--- src/rtl/core_pwr_pkg.sv ---
package core_pwr_pkg;
   // zone control word layout
   localparam int ZW       = 6;
   localparam int ZB_CLK   = 0;
   localparam int ZB_RST   = 1;
   localparam int ZB_MEM   = 2;
   localparam int ZB_LOGIC = 3;
   localparam int ZB_ISO   = 4;
   localparam int ZB_MAN   = 5;

   localparam int IXW        = 4;
   localparam int UP_BOOT_IX = 9;

   typedef enum logic [3:0] {
      OP_SET, OP_CLR, OP_WAIT_HI, OP_WAIT_LO, OP_WAIT_Q,
      OP_BV0, OP_BV1, OP_UNHALT, OP_HALT, OP_FIN
   } op_e;

   typedef struct packed {
      op_e        op;
      logic [2:0] bix;
   } step_t;
endpackage

--- src/rtl/cps_step_rom.sv ---
module cps_step_rom
   import core_pwr_pkg::*;
(
   input  logic           dir_up,
   input  logic [IXW-1:0] idx,
   output step_t          step
);
   always_comb begin
      step = '{op: OP_FIN, bix: 3'd0};
      if (dir_up) begin
         unique case (idx)
            4'd0:    step = '{op: OP_SET,     bix: 3'(ZB_ISO)};
            4'd1:    step = '{op: OP_SET,     bix: 3'(ZB_MAN)};
            4'd2:    step = '{op: OP_SET,     bix: 3'(ZB_LOGIC)};
            4'd3:    step = '{op: OP_SET,     bix: 3'(ZB_MEM)};
            4'd4:    step = '{op: OP_WAIT_HI, bix: 3'(ZB_MEM)};
            4'd5:    step = '{op: OP_SET,     bix: 3'(ZB_CLK)};
            4'd6:    step = '{op: OP_WAIT_HI, bix: 3'(ZB_LOGIC)};
            4'd7:    step = '{op: OP_CLR,     bix: 3'(ZB_ISO)};
            4'd8:    step = '{op: OP_SET,     bix: 3'(ZB_RST)};
            4'd9:    step = '{op: OP_BV0,     bix: 3'd0};
            4'd10:   step = '{op: OP_BV1,     bix: 3'd0};
            4'd11:   step = '{op: OP_UNHALT,  bix: 3'd0};
            default: step = '{op: OP_FIN,     bix: 3'd0};
         endcase
      end else begin
         unique case (idx)
            4'd0:    step = '{op: OP_WAIT_Q,  bix: 3'd0};
            4'd1:    step = '{op: OP_SET,     bix: 3'(ZB_MAN)};
            4'd2:    step = '{op: OP_CLR,     bix: 3'(ZB_RST)};
            4'd3:    step = '{op: OP_CLR,     bix: 3'(ZB_CLK)};
            4'd4:    step = '{op: OP_SET,     bix: 3'(ZB_ISO)};
            4'd5:    step = '{op: OP_CLR,     bix: 3'(ZB_MEM)};
            4'd6:    step = '{op: OP_WAIT_LO, bix: 3'(ZB_MEM)};
            4'd7:    step = '{op: OP_CLR,     bix: 3'(ZB_LOGIC)};
            4'd8:    step = '{op: OP_WAIT_LO, bix: 3'(ZB_LOGIC)};
            4'd9:    step = '{op: OP_HALT,    bix: 3'd0};
            default: step = '{op: OP_FIN,     bix: 3'd0};
         endcase
      end
   end
endmodule

--- src/rtl/cps_poll_timer.sv ---
module cps_poll_timer #(
   parameter int TMO_CYC = 1000
) (
   input  logic clk,
   input  logic rst_n,
   input  logic clr,
   input  logic run,
   output logic expired
);
   localparam int CNTW = $clog2(TMO_CYC + 1);

   logic [CNTW-1:0] cnt_q;

   assign expired = (cnt_q == CNTW'(TMO_CYC));

   always_ff @(posedge clk or negedge rst_n) begin
      if (!rst_n)             cnt_q <= '0;
      else if (clr)           cnt_q <= '0;
      else if (run && !expired) cnt_q <= cnt_q + 1'b1;
   end
endmodule

--- src/rtl/cps_zone_bank.sv ---
module cps_zone_bank
   import core_pwr_pkg::*;
#(
   parameter int NCORE = 4,
   localparam int CW   = $clog2(NCORE)
) (
   input  logic              clk,
   input  logic              rst_n,
   input  logic              z_we,
   input  logic              z_val,
   input  logic [2:0]        z_bix,
   input  logic              h_we,
   input  logic              h_val,
   input  logic [CW-1:0]     core,
   output logic [NCORE*ZW-1:0] zone_ctrl,
   output logic [NCORE-1:0]  halt
);
   for (genvar c = 0; c < NCORE; c++) begin : g_core
      logic [ZW-1:0] zq;
      logic          hq;
      logic          sel;

      assign sel = (core == CW'(c));

      always_ff @(posedge clk or negedge rst_n) begin
         if (!rst_n) begin
            zq <= '0;
            hq <= (c != 0);
         end else begin
            if (z_we && sel) zq[z_bix] <= z_val;
            if (h_we && sel) hq <= h_val;
         end
      end

      assign zone_ctrl[c*ZW +: ZW] = zq;
      assign halt[c]               = hq;
   end
endmodule

--- src/rtl/core_pwr_seq.sv ---
module core_pwr_seq
   import core_pwr_pkg::*;
#(
   parameter int          NCORE   = 4,
   parameter int          AW      = 32,
   parameter int          ADW     = 16,
   parameter int unsigned BV_BASE = 32'h0000_0100,
   parameter int          TMO_CYC = 1000,
   localparam int         CW      = $clog2(NCORE)
) (
   input  logic                 clk,
   input  logic                 rst_n,
   input  logic                 cmd_valid,
   input  logic                 cmd_up,
   input  logic [CW-1:0]        cmd_core,
   input  logic [AW-1:0]        cmd_boot_addr,
   input  logic                 clr_err,
   input  logic [NCORE-1:0]     quiesced,
   input  logic [NCORE-1:0]     zone_in_reset,
   input  logic [NCORE-1:0]     zone_mem_ok,
   input  logic [NCORE-1:0]     zone_logic_ok,
   output logic [NCORE*ZW-1:0]  zone_ctrl,
   output logic [NCORE-1:0]     halt,
   output logic                 bv_we,
   output logic [ADW-1:0]       bv_addr,
   output logic [AW-1:0]        bv_data,
   output logic                 busy,
   output logic                 done,
   output logic                 refused,
   output logic                 tmo_err
);
   if (NCORE < 2 || (1 << CW) != NCORE) begin : g_bad_ncore
      $error("NCORE must be a power of two of at least 2");
   end
   if (TMO_CYC < 1) begin : g_bad_tmo
      $error("TMO_CYC must be at least 1");
   end
   if (ADW < CW + 4) begin : g_bad_adw
      $error("ADW too narrow for the boot-vector stride");
   end

   logic            busy_q, up_q, done_q, ref_q, err_q;
   logic [CW-1:0]   core_q;
   logic [AW-1:0]   addr_q;
   logic [IXW-1:0]  idx_q;
   logic            bv_we_q;
   logic [ADW-1:0]  bv_addr_q;
   logic [AW-1:0]   bv_data_q;

   step_t step;
   logic  is_wait, stat, match, expired, accept;
   logic  z_we, h_we, h_val;
   logic [ADW-1:0] pair_base;

   cps_step_rom u_rom (.dir_up(up_q), .idx(idx_q), .step(step));

   assign is_wait = busy_q && (step.op == OP_WAIT_HI || step.op == OP_WAIT_LO);
   assign stat    = (step.bix == 3'(ZB_MEM)) ? zone_mem_ok[core_q] : zone_logic_ok[core_q];
   assign match   = (step.op == OP_WAIT_HI) ? stat : !stat;

   cps_poll_timer #(.TMO_CYC(TMO_CYC)) u_tmr (
      .clk(clk), .rst_n(rst_n), .clr(!is_wait), .run(is_wait && !match), .expired(expired)
   );

   assign z_we  = busy_q && (step.op == OP_SET || step.op == OP_CLR);
   assign h_we  = busy_q && (step.op == OP_UNHALT || step.op == OP_HALT);
   assign h_val = (step.op == OP_HALT);

   cps_zone_bank #(.NCORE(NCORE)) u_bank (
      .clk(clk), .rst_n(rst_n),
      .z_we(z_we), .z_val(step.op == OP_SET), .z_bix(step.bix),
      .h_we(h_we), .h_val(h_val), .core(core_q),
      .zone_ctrl(zone_ctrl), .halt(halt)
   );

   assign accept    = cmd_valid && !busy_q && !err_q;
   assign pair_base = ADW'(BV_BASE) + ADW'({core_q, 3'b000});

   always_ff @(posedge clk or negedge rst_n) begin
      if (!rst_n) begin
         busy_q    <= 1'b0;
         up_q      <= 1'b0;
         done_q    <= 1'b0;
         ref_q     <= 1'b0;
         err_q     <= 1'b0;
         core_q    <= '0;
         addr_q    <= '0;
         idx_q     <= '0;
         bv_we_q   <= 1'b0;
         bv_addr_q <= '0;
         bv_data_q <= '0;
      end else begin
         done_q  <= 1'b0;
         ref_q   <= 1'b0;
         bv_we_q <= 1'b0;
         if (err_q && clr_err) err_q <= 1'b0;
         if (!busy_q) begin
            if (accept) begin
               if (!cmd_up && cmd_core == '0) begin
                  ref_q <= 1'b1;
               end else begin
                  busy_q <= 1'b1;
                  up_q   <= cmd_up;
                  core_q <= cmd_core;
                  addr_q <= cmd_boot_addr;
                  idx_q  <= (cmd_up && !zone_in_reset[cmd_core]) ? IXW'(UP_BOOT_IX) : '0;
               end
            end
         end else begin
            unique case (step.op)
               OP_WAIT_Q: if (quiesced[core_q]) idx_q <= idx_q + 1'b1;
               OP_WAIT_HI, OP_WAIT_LO: begin
                  if (match) idx_q <= idx_q + 1'b1;
                  else if (expired) begin
                     err_q  <= 1'b1;
                     busy_q <= 1'b0;
                  end
               end
               OP_BV0: begin
                  bv_we_q   <= 1'b1;
                  bv_addr_q <= pair_base;
                  bv_data_q <= '0;
                  idx_q     <= idx_q + 1'b1;
               end
               OP_BV1: begin
                  bv_we_q   <= 1'b1;
                  bv_addr_q <= pair_base + ADW'(4);
                  bv_data_q <= addr_q;
                  idx_q     <= idx_q + 1'b1;
               end
               OP_FIN: begin
                  done_q <= 1'b1;
                  busy_q <= 1'b0;
               end
               default: idx_q <= idx_q + 1'b1;
            endcase
         end
      end
   end

   assign busy    = busy_q;
   assign done    = done_q;
   assign refused = ref_q;
   assign tmo_err = err_q;
   assign bv_we   = bv_we_q;
   assign bv_addr = bv_addr_q;
   assign bv_data = bv_data_q;
endmodule

--- config.mk ---
export PLATFORM = sky130hd
export DESIGN_NAME = core_pwr_seq
export DESIGN_NICKNAME = d
export VERILOG_FILES = /design/src/rtl/core_pwr_pkg.sv /design/src/rtl/cps_step_rom.sv /design/src/rtl/cps_poll_timer.sv /design/src/rtl/cps_zone_bank.sv /design/src/rtl/core_pwr_seq.sv
export SDC_FILE = /design/constraint.sdc
export NUM_CORES = 1
export LEC_CHECK = 0
export BUFFER_PORTS_ARGS = -buffer_cell sky130_fd_sc_hd__clkbuf_2
export CORE_MARGIN = 1
export CORE_UTILIZATION = 49
export DETAILED_ROUTE_END_ITERATION = 8
export PLACE_DENSITY = 0.77
export SLEW_MARGIN = 20
export SYNTH_ARGS = -nofsm -noshare
export SYNTH_HDL_FRONTEND = slang
export SYNTH_SLANG_ARGS = --single-unit
--- constraint.sdc ---
create_clock -name clk -period 2.4 [get_ports clk]
set_clock_uncertainty 0.1 [all_clocks]
set_input_delay 0.48 -clock clk [delete_from_list [all_inputs] [get_ports clk]]
set_output_delay 0.48 -clock clk [all_outputs]
set_load 0.03 [all_outputs]
==> flow_summary.yaml, run 1 <==
floorplanning:
  die_area_sq_um: 12400
  rows: 39
  die_x_microns: 111
  core_area_sq_um: 11600
  die_height_microns: 111
  start_util_pct: 50.8
  pin_count: 136
outcome:
  violations: "design-rule violations, negative setup slack"
  status: "complete, but fails checks"
synth:
  ys_seq_area_share_pct: 50.3
  syn_inst: 548
  synth_simple_gate_area_share_pct: 18.5
  yosys.area_share.xor_xnor_pct: 0.149
  synth_compound_area_share_pct: 15.3
  yosysUniqueCellTypes: 72
  synth_fa_ha_area_share_pct: 1.92
  synth_ff_type: "dfrtp_1"
  ys_ff_latch: 118
  synth_top_family_by_area: "simple AND/OR/NAND/NOR gates"
  ys_warn_count: 0
  synthMuxAreaShare_pct: 8.07
  synth_edf_count: 0
  avgSynthCellArea_sq_um: 10.7
  synthArstFlopShare_pct: 100
  synth_area_sq_um: 5870
power_and_ir_drop:
  power_mw: 15.3
  ir_drop_mv: 0.915
  p_per_area_nw_per_um2: 1720
  p_leak_nw: 4.32
timing:
  fin_crit_ns: 2.80
  finalCritPeriodShare_pct: 117
  setup_viol: 78
  grt_setup_unrepaired: "yes"
  slew_viol_final: 0
  setup_slack_ns: -0.402
  hold_ws_ns: 0.140
  fmax_mhz: 357
  worst_pin_slew_ns: 0.657
  tns_ns: -16.23
  finalHoldViolCount: 0
  maxSlewHeadroom_pct: 55.7
hold_path:
  holdPathStages: 3
  hold_class: "input pin to flip-flop"
  min-delay-start: "cmd_boot_addr[20]"
clock_tree:
  cts.sinks: 118
  clk_latency_ns: 0.43
  cts_made_buffers: 17
  cts_max_path_buffers: 2
  cts.clk_slew.worst_paths_ns: 0.06
  htree_levels: 4
  ctsRootBufferMaster: "clkbuf_16"
  cts_tree: "yes"
final_layout:
  diodes: 0
  drive_gt1_share_pct: 51.7
  nNetsFinal: 842
  area_growth_pct: 51.5
  most-common-layout-cells: "122 x clkbuf_2, 120 x nand2_1, 110 x dfrtp_1"
  final_common_cell: "clkbuf_2"
grt:
  grt_usage_pct: 31.5
  overflow: 0
  antenna_found_initial: 0
  grt_pass1_vias: 5800
  grt_pass1_wl_mm: 30.2
  grt_start_max_net_pins: 45
worst_setup_path:
  cpPeakStageDelay_ns: 0.44
  arrival_ns: 3.05
  criticalPathCategory: "flip-flop to flip-flop"
  worstPathRequired_ns: 2.65
  path_cells: "inv_4 > ha_4 > buf_4 > mux2i_4 > o22ai_2 > o31ai_4 > a2111oi_4 > buf_6 > buf_12 > nor4_4 > mux2i_1"
  rr_startpoint: "idx_q[1]"
  setup.worst_path.start: "idx_q[1]"
  path_max_fanout: 6
  r2r_cells: 11
  endpoint_kind: "flip-flop"
  slowest_stage: "dfrtp_2"
  startpoint_type: "flip-flop"
flow_run:
  maxCapViolCount: 0
routing:
  drc: 5
  antenna_left: 0
  drt_iter0_drc: 462
  vias_per_cell: 6.15
  vias: 5746
  drt-total-wl_mm: 21.1
  avgRoutedWirePerCell_microns: 22.6
  firstDrtPassIters: 7
placement:
  place_congestion: 0.945
  port_buffers: 123
  preCtsSetupSlack_ns: -0.396
  dp_hpwl_mm: 10.4
[sequential cells by signal, summed over array words and instances (netlist names)]
register          flops
addr_q               32
bv_data              32
u_bank.g_core.zq     24
u_tmr.cnt_q          10
bv_addr               4
idx_q                 4
u_bank.g_core.hq      4
core_q                2
busy                  1
bv_we                 1
done                  1
refused               1
tmo_err               1
up_q                  1
[synth_stat cells, types with 3 or more instances]
master | instances | area share, %
nor2b_1 | 3 | 0.32
or4_1 | 5 | 0.64
buf_2 | 11 | 0.94
a21oi_1 | 13 | 1.1
nand2b_1 | 5 | 0.53
nand2_1 | 137 | 8.8
inv_1 | 14 | 0.89
nand3_1 | 7 | 0.60
mux2_2 | 19 | 3.6
and3_1 | 6 | 0.64
o31ai_1 | 10 | 1.3
mux4_2 | 3 | 1.2
nor3_1 | 7 | 0.60
mux2i_1 | 8 | 1.4
mux2_1 | 10 | 1.9
nor4_4 | 4 | 1.4
or3_1 | 4 | 0.43
ha_1 | 9 | 1.9
o21ai_0 | 13 | 1.1
dfrtp_1 | 115 | 49
dfstp_2 | 3 | 1.3
o2111ai_1 | 7 | 1.0
buf_4 | 18 | 2.3
a22o_1 | 32 | 4.8
buf_6 | 4 | 0.77
nand4_1 | 8 | 0.85
nor2_1 | 9 | 0.58
clkbuf_1 | 12 | 0.77
[logic make-up after synthesis]
kind of cell | after synthesis
muxes | 40
DFF | 118
and+or+nand+nor | 215
adders and majority gates | 9
AOI/OAI and AO/OA | 105
buffers and inverters | 59
xor gates and xnor gates | 1
other | 1
[routing by layer]
layer | vias to the layer above | track usage (%) | share of wire [%]
met5 | - | 0 | 0
met1 | 2824 | 36.6 | 36
met4 | 0 | 18.2 | 6.8
met2 | 377 | 51.8 | 49
li1 | 2395 | - | -
met3 | 150 | 9.69 | 7.9
[through the flow]
step                instances  area (sq um)  util, %
floorplan                 559          5930        -
global placement          847          7040     60.8
detailed placement        847          7040     60.8
CTS                       914          8540     73.9
global route              934          8900     76.9
finish                    934          8900     76.9
[repair_timing]
action | CTS | global route
buffers inserted | 33 | 22
hold endpoints to repair | 37 | 0
pin swaps | 73 | 29
hold buffers | 1 | 0
resized for setup | 115 | 53
endpoints found under the setup margin | 78 | 80
gates cloned | 5 | 1
[layout make-up]
| type | instances | area (sq um) |
|---|---|---|
| tap | 143 | 179 |
| multi-input combinational | 383 | 3260 |
| sequential | 118 | 2960 |
| timing repair buffer | 244 | 1880 |
| inverter | 14 | 57.6 |
| fill | 660 | 2670 |
| clock inverter | 10 | 71.3 |
| clock buffer | 22 | 484 |
[path summary, 6_finish.rpt]
| check | end | slack [ns] |
|---|---|---|
| worst min register to register | addr_q[24] | 0.37 |
| worst max register to register | u_tmr.cnt_q[7] | -0.40 |
| min in group asynchronous | addr_q[28] | 0.49 |
| worst max-delay path | u_tmr.cnt_q[7] | -0.40 |
| max in group asynchronous | u_bank.g_core[3].hq | 1.06 |
| worst min-delay path | addr_q[20] | 0.14 |
[where the power goes]
| group | leakage [nW] | internal [mW] | total, mW | switching (mW) |
|---|---|---|---|---|
| Clock | 0.265 | 1.43 | 2.43 | 1.00 |
| Combinational | 2.52 | 4.21 | 9.51 | 5.30 |
| Sequential | 1.54 | 2.76 | 3.37 | 0.606 |
| Total | 4.32 | 8.41 | 15.3 | 6.90 |
[worst max-delay path, delay by kind of cell (launching register included)]
family	cells	cell delay, ns
AOI/OAI and AO/OA	3	0.73
adders and majority gates	1	0.19
buffers and inverters	4	0.52
DFF	1	0.44
muxes	2	0.44
and+or+nand+nor	1	0.30
Note: power is estimated with default switching activity, not from simulation.
==> run 2: changes to the inputs <==
--- a/config.mk
+++ b/config.mk
@@ -9,7 +9,8 @@
 export CORE_MARGIN = 1
 export CORE_UTILIZATION = 49
 export DETAILED_ROUTE_END_ITERATION = 8
-export PLACE_DENSITY = 0.77
+export PLACE_DENSITY_LB_ADDON = 0.3
+export RECOVER_POWER = 100
 export SLEW_MARGIN = 20
 export SYNTH_ARGS = -nofsm -noshare
 export SYNTH_HDL_FRONTEND = slang
==> run 2 against run 1 <==
Net effect:
- combinational power down 15%
- maximum frequency up 10%
- critical path depth down 3
- count of clock-buffer cells in the layout unchanged
- wire length down 19%
- critical endpoint is now u_tmr.cnt_q[3]
- the run still ends with design-rule violations, negative setup slack left
- worst hold slack worse by 0.014 ns
- register-to-register slack better by 0.26 ns
- largest cell class unchanged
- clock power up 5%
- final area down 5.8%
==> flow_summary.yaml, run 2 (synthesized netlist as in run 1, its figures left out) <==
outcome:
  status: "complete, but fails checks"
  violations: "design-rule violations, negative setup slack"
hold_path:
  holdPathStages: 2
  hold_class: "input pin to flip-flop"
  min_to: "tmo_err"
  min-delay-start: "clr_err"
grt:
  use_met1_pct: 32.5
  grt-busiest-layer: "met2"
  grt_usage_pct: 26.9
  overflow: 0
  use_met3_pct: 6.64
  antenna_found_initial: 0
  grt_start_max_net_pins: 47
  grtUsageMet2_pct: 45.6
  grt_pass1_vias: 5306
  grt_pass1_wl_mm: 26.4
routing:
  vias_per_cell: 5.72
  avgRoutedWirePerCell_microns: 18.7
  drt_iter0_drc: 327
  drc: 8
  drt-total-wl_mm: 17.1
  antenna_left: 0
  firstDrtPassIters: 7
  vias: 5231
floorplanning:
  die_height_microns: 111
  die_area_sq_um: 12400
  pin_count: 136
  core_area_sq_um: 11600
  die_x_microns: 111
  rows: 39
  start_util_pct: 50.8
worst_setup_path:
  path_max_fanout: 5
  endpoint_kind: "flip-flop"
  startpoint_type: "flip-flop"
  slowest_stage: "or4_4"
  rr_startpoint: "idx_q[1]"
  path_cells: "buf_4 > a211o_1 > o22ai_2 > o31a_1 > a311oi_4 > buf_6 > or4_4 > a21oi_2"
  cpPeakStageDelay_ns: 0.47
  reg2reg_to: "u_tmr.cnt_q[3]"
  criticalPathCategory: "flip-flop to flip-flop"
  reg2reg_slack_ns: -0.14
  worstPathRequired_ns: 2.64
  arrival_ns: 2.78
  r2r_cells: 8
power_and_ir_drop:
  p_per_area_nw_per_um2: 1670
  p_leak_nw: 3.94
  ir_drop_mv: 0.827
placement:
  port_buffers: 123
  dp_hpwl_mm: 10.4
  placed_cells: 848
  preCtsSetupSlack_ns: -0.285
  place_congestion: 0.865
final_layout:
  fin_util_pct: 72.5
  most-common-layout-cells: "122 x nand2_1, 110 x dfrtp_1, 73 x clkbuf_1"
  layoutNonFillerInstCount: 914
  final_common_cell: "nand2_1"
  diodes: 0
  fillerInstances: 793
  area_growth_pct: 42.7
  nNetsFinal: 823
  drive_gt1_share_pct: 40.3
flow_run:
  maxCapViolCount: 0
clock_tree:
  ctsRootBufferMaster: "clkbuf_16"
  clk_latency_ns: 0.42
  cts.clk_slew.worst_paths_ns: 0.06
  cts_made_buffers: 17
  cts.sinks: 118
  cts_max_path_buffers: 2
  htree_levels: 4
  cts_tree: "yes"
timing:
  worst_pin_slew_ns: 0.897
  fin_crit_ns: 2.54
  setup_viol: 74
  setup_slack_ns: -0.139
  grt_setup_unrepaired: "yes"
  maxSlewHeadroom_pct: 40.2
  fmax_mhz: 394
  slew_viol_final: 0
  finalHoldViolCount: 0
  finalCritPeriodShare_pct: 106
  hold_ws_ns: 0.126
==> run 2: changes by cell type in the layout (fill, tap and decap cells not counted), sizes merged <==
| cell | change |
|---|---|
| clkinvlp | -3 |
| clkbuf | +10 |
| nor3 | -1 |
| inv | -2 |
| buf | -28 |
| bufinv | +3 |
| clkinv | +1 |
==> run 2: cell type report <==
class | count | area (sq um) | area share [%]
Sequential cell | 118 | 2960 | 35.3
Inverter | 14 | 57.6 | 0.687
Clock buffer | 22 | 464 | 5.54
Tap cell | 143 | 179 | 2.13
Timing Repair Buffer | 226 | 1520 | 18.1
Clock inverter | 9 | 126 | 1.51
Multi-Input combinational cell | 382 | 3080 | 36.7
==> run 2: critical path: cells and delay by family, from the launching register on <==
kind,cells,cell delay [ns]
and+or+nand+nor,1,0.47
buffers and inverters,2,0.33
DFF,1,0.46
AOI/OAI and AO/OA,5,1.10
==> run 2: worst max-delay path by stage <==
| stage | startpoint | to | slack, ns | cells past startpoint |
|---|---|---|---|---|
| 2_1_floorplan | idx_q[1] | idx_q[1] | 0.03 | 8 |
| 3_3_place_gp | idx_q[1] | idx_q[0] | -0.21 | 11 |
| 3_5_place_dp | idx_q[1] | u_tmr.cnt_q[3] | -0.29 | 9 |
| 4_1_cts | idx_q[0] | u_tmr.cnt_q[3] | -0.12 | 9 |
| 5_1_grt | up_q | u_tmr.cnt_q[0] | -0.23 | 8 |
| 6_report | idx_q[1] | u_tmr.cnt_q[3] | -0.14 | 8 |
==> run 2: stage by stage <==
step | power, mW | instance area (sq um) | TNS, ns
3_3_place_gp | 9.19 | 7050 | -5.30
5_1_grt | 14.6 | 8380 | -10.53
2_1_floorplan | 7.12 | 5930 | 0
4_1_cts | 13.1 | 8120 | -1.92
3_5_place_dp | 9.38 | 7050 | -9.51
6_report | 14.0 | 8380 | -5.49
==> run 2: layer usage <==
metal	share of wire, %	up-vias
met5	0	-
met4	4.1	0
met3	5.8	67
met2	50	216
met1	40	2592
li1	-	2356
==> run 2: power by group <==
part / internal, mW / switching (mW) / total [mW]
Combinational: 3.56 / 4.51 / 8.06
Sequential: 2.77 / 0.565 / 3.33
Clock: 1.67 / 0.889 / 2.56
Total: 8.00 / 5.96 / 14.0
==> run 2: repair_timing <==
action	CTS	global route
hold buffers	1	0
gates cloned	3	2
pin swaps	32	34
buffers inserted	19	15
endpoints found under the hold margin	34	0
gates resized for setup	70	57
setup endpoints to repair	78	78
==> run 3: changes to the inputs <==
--- a/config.mk
+++ b/config.mk
@@ -7,11 +7,12 @@
 export LEC_CHECK = 0
 export BUFFER_PORTS_ARGS = -buffer_cell sky130_fd_sc_hd__clkbuf_2
 export CORE_MARGIN = 1
-export CORE_UTILIZATION = 49
+export CORE_UTILIZATION = 48
 export DETAILED_ROUTE_END_ITERATION = 8
 export PLACE_DENSITY_LB_ADDON = 0.3
 export RECOVER_POWER = 100
 export SLEW_MARGIN = 20
 export SYNTH_ARGS = -nofsm -noshare
 export SYNTH_HDL_FRONTEND = slang
+export SYNTH_HIERARCHICAL = 1
 export SYNTH_SLANG_ARGS = --single-unit
==> run 3 against run 2 <==
Net effect:
- the flow finishes with violations (negative setup slack)
- synthesized area shrank 4.6%
- largest power group unchanged
- critical path depth grew 3
- via count shrank 12%
- sequential power is essentially flat
- combinational power shrank 20%
- sequential cell count is the same
- final area shrank 5.4%
==> flow_summary.yaml, run 3 <==
outcome:
  status: "complete, but fails checks"
  violations: "negative setup slack"
placement:
  port_buffers: 123
  place_congestion: 0.840
  dp_hpwl_mm: 9.11
worst_setup_path:
  r2r_cells: 11
  startpoint_type: "flip-flop"
  slowest_stage: "dfrtp_2"
  arrival_ns: 3.37
  path_cells: "buf_12 > ha_4 > mux4_2 > and2_4 > nor3b_4 > mux2i_4 > xor2_2 > and2_4 > nand3_4 > or4_4 > a21oi_2"
  reg2reg_slack_ns: -0.73
  cpPeakStageDelay_ns: 0.46
  path_max_fanout: 4
  worstPathRequired_ns: 2.64
  crit_path_frequent_cell: "and2_4"
  criticalPathCategory: "flip-flop to flip-flop"
  endpoint_kind: "flip-flop"
synth:
  yosysTopAreaCellShare_pct: 51.3
  yosysUniqueCellTypes: 61
  synth_area_sq_um: 5610
  avgSynthCellArea_sq_um: 10.7
  syn_inst: 523
  synthArstFlopShare_pct: 100
  ys_ff_latch: 118
  synthMostInstantiatedCell: "nand2_1"
  ys_seq_area_share_pct: 52.7
  synthTopCellsByArea: "dfrtp_1 51%, nand2_1 8.4%, a22o_1 5.3%, mux2_1 4.2%, buf_4 2.4%"
  synth_ff_type: "dfrtp_1"
  ys_warn_count: 6
  synth_edf_count: 0
  synth_top_cell_by_area: "dfrtp_1"
  synthTopCellsByCount: "126 x nand2_1, 115 x dfrtp_1, 34 x a22o_1, 24 x nor2_1, 21 x mux2_1"
timing:
  fmax_mhz: 320
  worst_pin_slew_ns: 0.873
  setup_slack_ns: -0.727
  setup_viol: 69
  hold_ws_ns: 0.150
  slew_viol_final: 0
  finalHoldViolCount: 0
  maxSlewHeadroom_pct: 41.8
  finalCritPeriodShare_pct: 130
  fin_crit_ns: 3.13
  tns_ns: -18.94
  grt_setup_unrepaired: "yes"
final_layout:
  final_common_cell: "nand2_1"
  nNetsFinal: 775
  most-common-layout-cells: "113 x nand2_1, 112 x dfrtp_1, 72 x clkbuf_1"
  multi_input_area_sq_um: 2820
  diodes: 0
  fillerInstances: 847
  regArea_sq_um: 2960
  fin_util_pct: 69.5
  drive_gt1_share_pct: 38.6
  area_growth_pct: 41.5
grt:
  grt_start_max_net_pins: 35
  use_met1_pct: 29.8
  overflow: 0
  antenna_found_initial: 0
  grt-busiest-layer: "met2"
  grt_usage_pct: 24.5
  grt_pass1_vias: 4468
  grtUsageMet2_pct: 40.6
  use_met3_pct: 7.94
  grt_pass1_wl_mm: 22.0
hold_path:
  holdPathStages: 3
  hold_class: "input pin to flip-flop"
routing:
  avgRoutedWirePerCell_microns: 17.3
  drc: 0
  firstDrtPassIters: 5
  vias_per_cell: 5.31
  antenna_left: 0
  drt_iter0_drc: 238
  drt-total-wl_mm: 15.0
  vias: 4596
clock_tree:
  cts_made_buffers: 17
  cts_max_path_buffers: 2
  cts_tree: "yes"
  ctsRootBufferMaster: "clkbuf_16"
  htree_levels: 4
  cts.sinks: 118
  clk_latency_ns: 0.42
  cts.clk_slew.worst_paths_ns: 0.06
floorplanning:
  core_area_sq_um: 11400
  die_area_sq_um: 12100
  rows: 39
  die_height_microns: 110
  die_x_microns: 110
  start_util_pct: 49.1
  pin_count: 136
flow_run:
  maxCapViolCount: 0
power_and_ir_drop:
  power_mw: 12.4
  p_leak_nw: 3.78
  ir_drop_mv: 0.902
  p_per_area_nw_per_um2: 1560
-- run 3: critical path, delay by kind of cell (launching register included) --
kind | cells | cell delay, ns
AO/OA/AOI/OAI | 1 | 0.15
XOR/XNOR | 1 | 0.18
adder cells (fa/ha/maj) | 1 | 0.15
buffers and inverters | 1 | 0.14
flip-flops | 1 | 0.46
multiplexers | 2 | 0.76
AND/OR/NAND/NOR | 5 | 1.11
-- run 3: final timing paths --
check                                  start                     end
max                                 idx_q[0]          u_tmr/cnt_q[9]
min                        cmd_boot_addr[16]              addr_q[16]
max reg2reg                         idx_q[0]          u_tmr/cnt_q[9]
min reg2reg                       bv_addr[8]              bv_addr[8]
max in group asynchronous              rst_n             bv_data[26]
min in group asynchronous              rst_n  u_bank/g_core[0].zq[5]
-- run 3: per-layer routing --
metal  part of all wire [%]  wire length [microns]  vias to the layer above
met3                    5.9                    891                       30
met1                     41                   6140                     2261
met2                     51                   7670                      151
met5                      0                      0                        -
met4                    1.9                    291                        0
li1                       -                      -                     2154
-- run 3: where the power goes --
part	internal [mW]	total [mW]	switching [mW]	leakage (nW)
Sequential	2.80	3.33	0.528	1.53
Combinational	2.81	6.46	3.65	1.95
Clock	1.73	2.62	0.887	0.299
Total	7.33	12.4	5.07	3.78
-- run 3: area by class of cell --
cell class	instances	share of cell area, %
clock buffers	23	6.15
repair buffers	200	16.2
flip-flops and latches	118	37.3
multi-input cells	359	35.6
inverters	15	0.947
well taps	143	2.26
clock inverters	8	1.53
-- run 3: logic make-up (layout without fill, tap and decap cells) --
family,count (synthesis),count (layout),synth area share [%]
AOI/OAI and AO/OA,74,74,9.80
xor gates and xnor gates,6,6,1.07
muxes,42,42,9.31
and+or+nand+nor,216,216,19.1
buffers and inverters,57,246,5.92
adders and majority gates,9,9,2.01
other,1,12,0.0669
DFF,118,118,52.7
-- run 3: repair_timing --
item / in CTS / in global routing
hold buffers: 1 / 0
buffers inserted: 6 / 11
endpoints found under the setup margin: 77 / 81
endpoints found under the hold margin: 24 / 0
cloned: 2 / 4
pin swaps: 26 / 21
resized for setup: 44 / 65
-- run 3: stage by stage --
step / std cells / setup WS, ns / area (sq um)
after global placement: 812 / -0.567 / 6740
after global routing: 866 / -0.837 / 7930
after floorplan: 534 / -0.631 / 5770
final: 866 / -0.727 / 7930
after CTS: 852 / -0.601 / 7640
after detailed placement: 812 / -0.643 / 6740
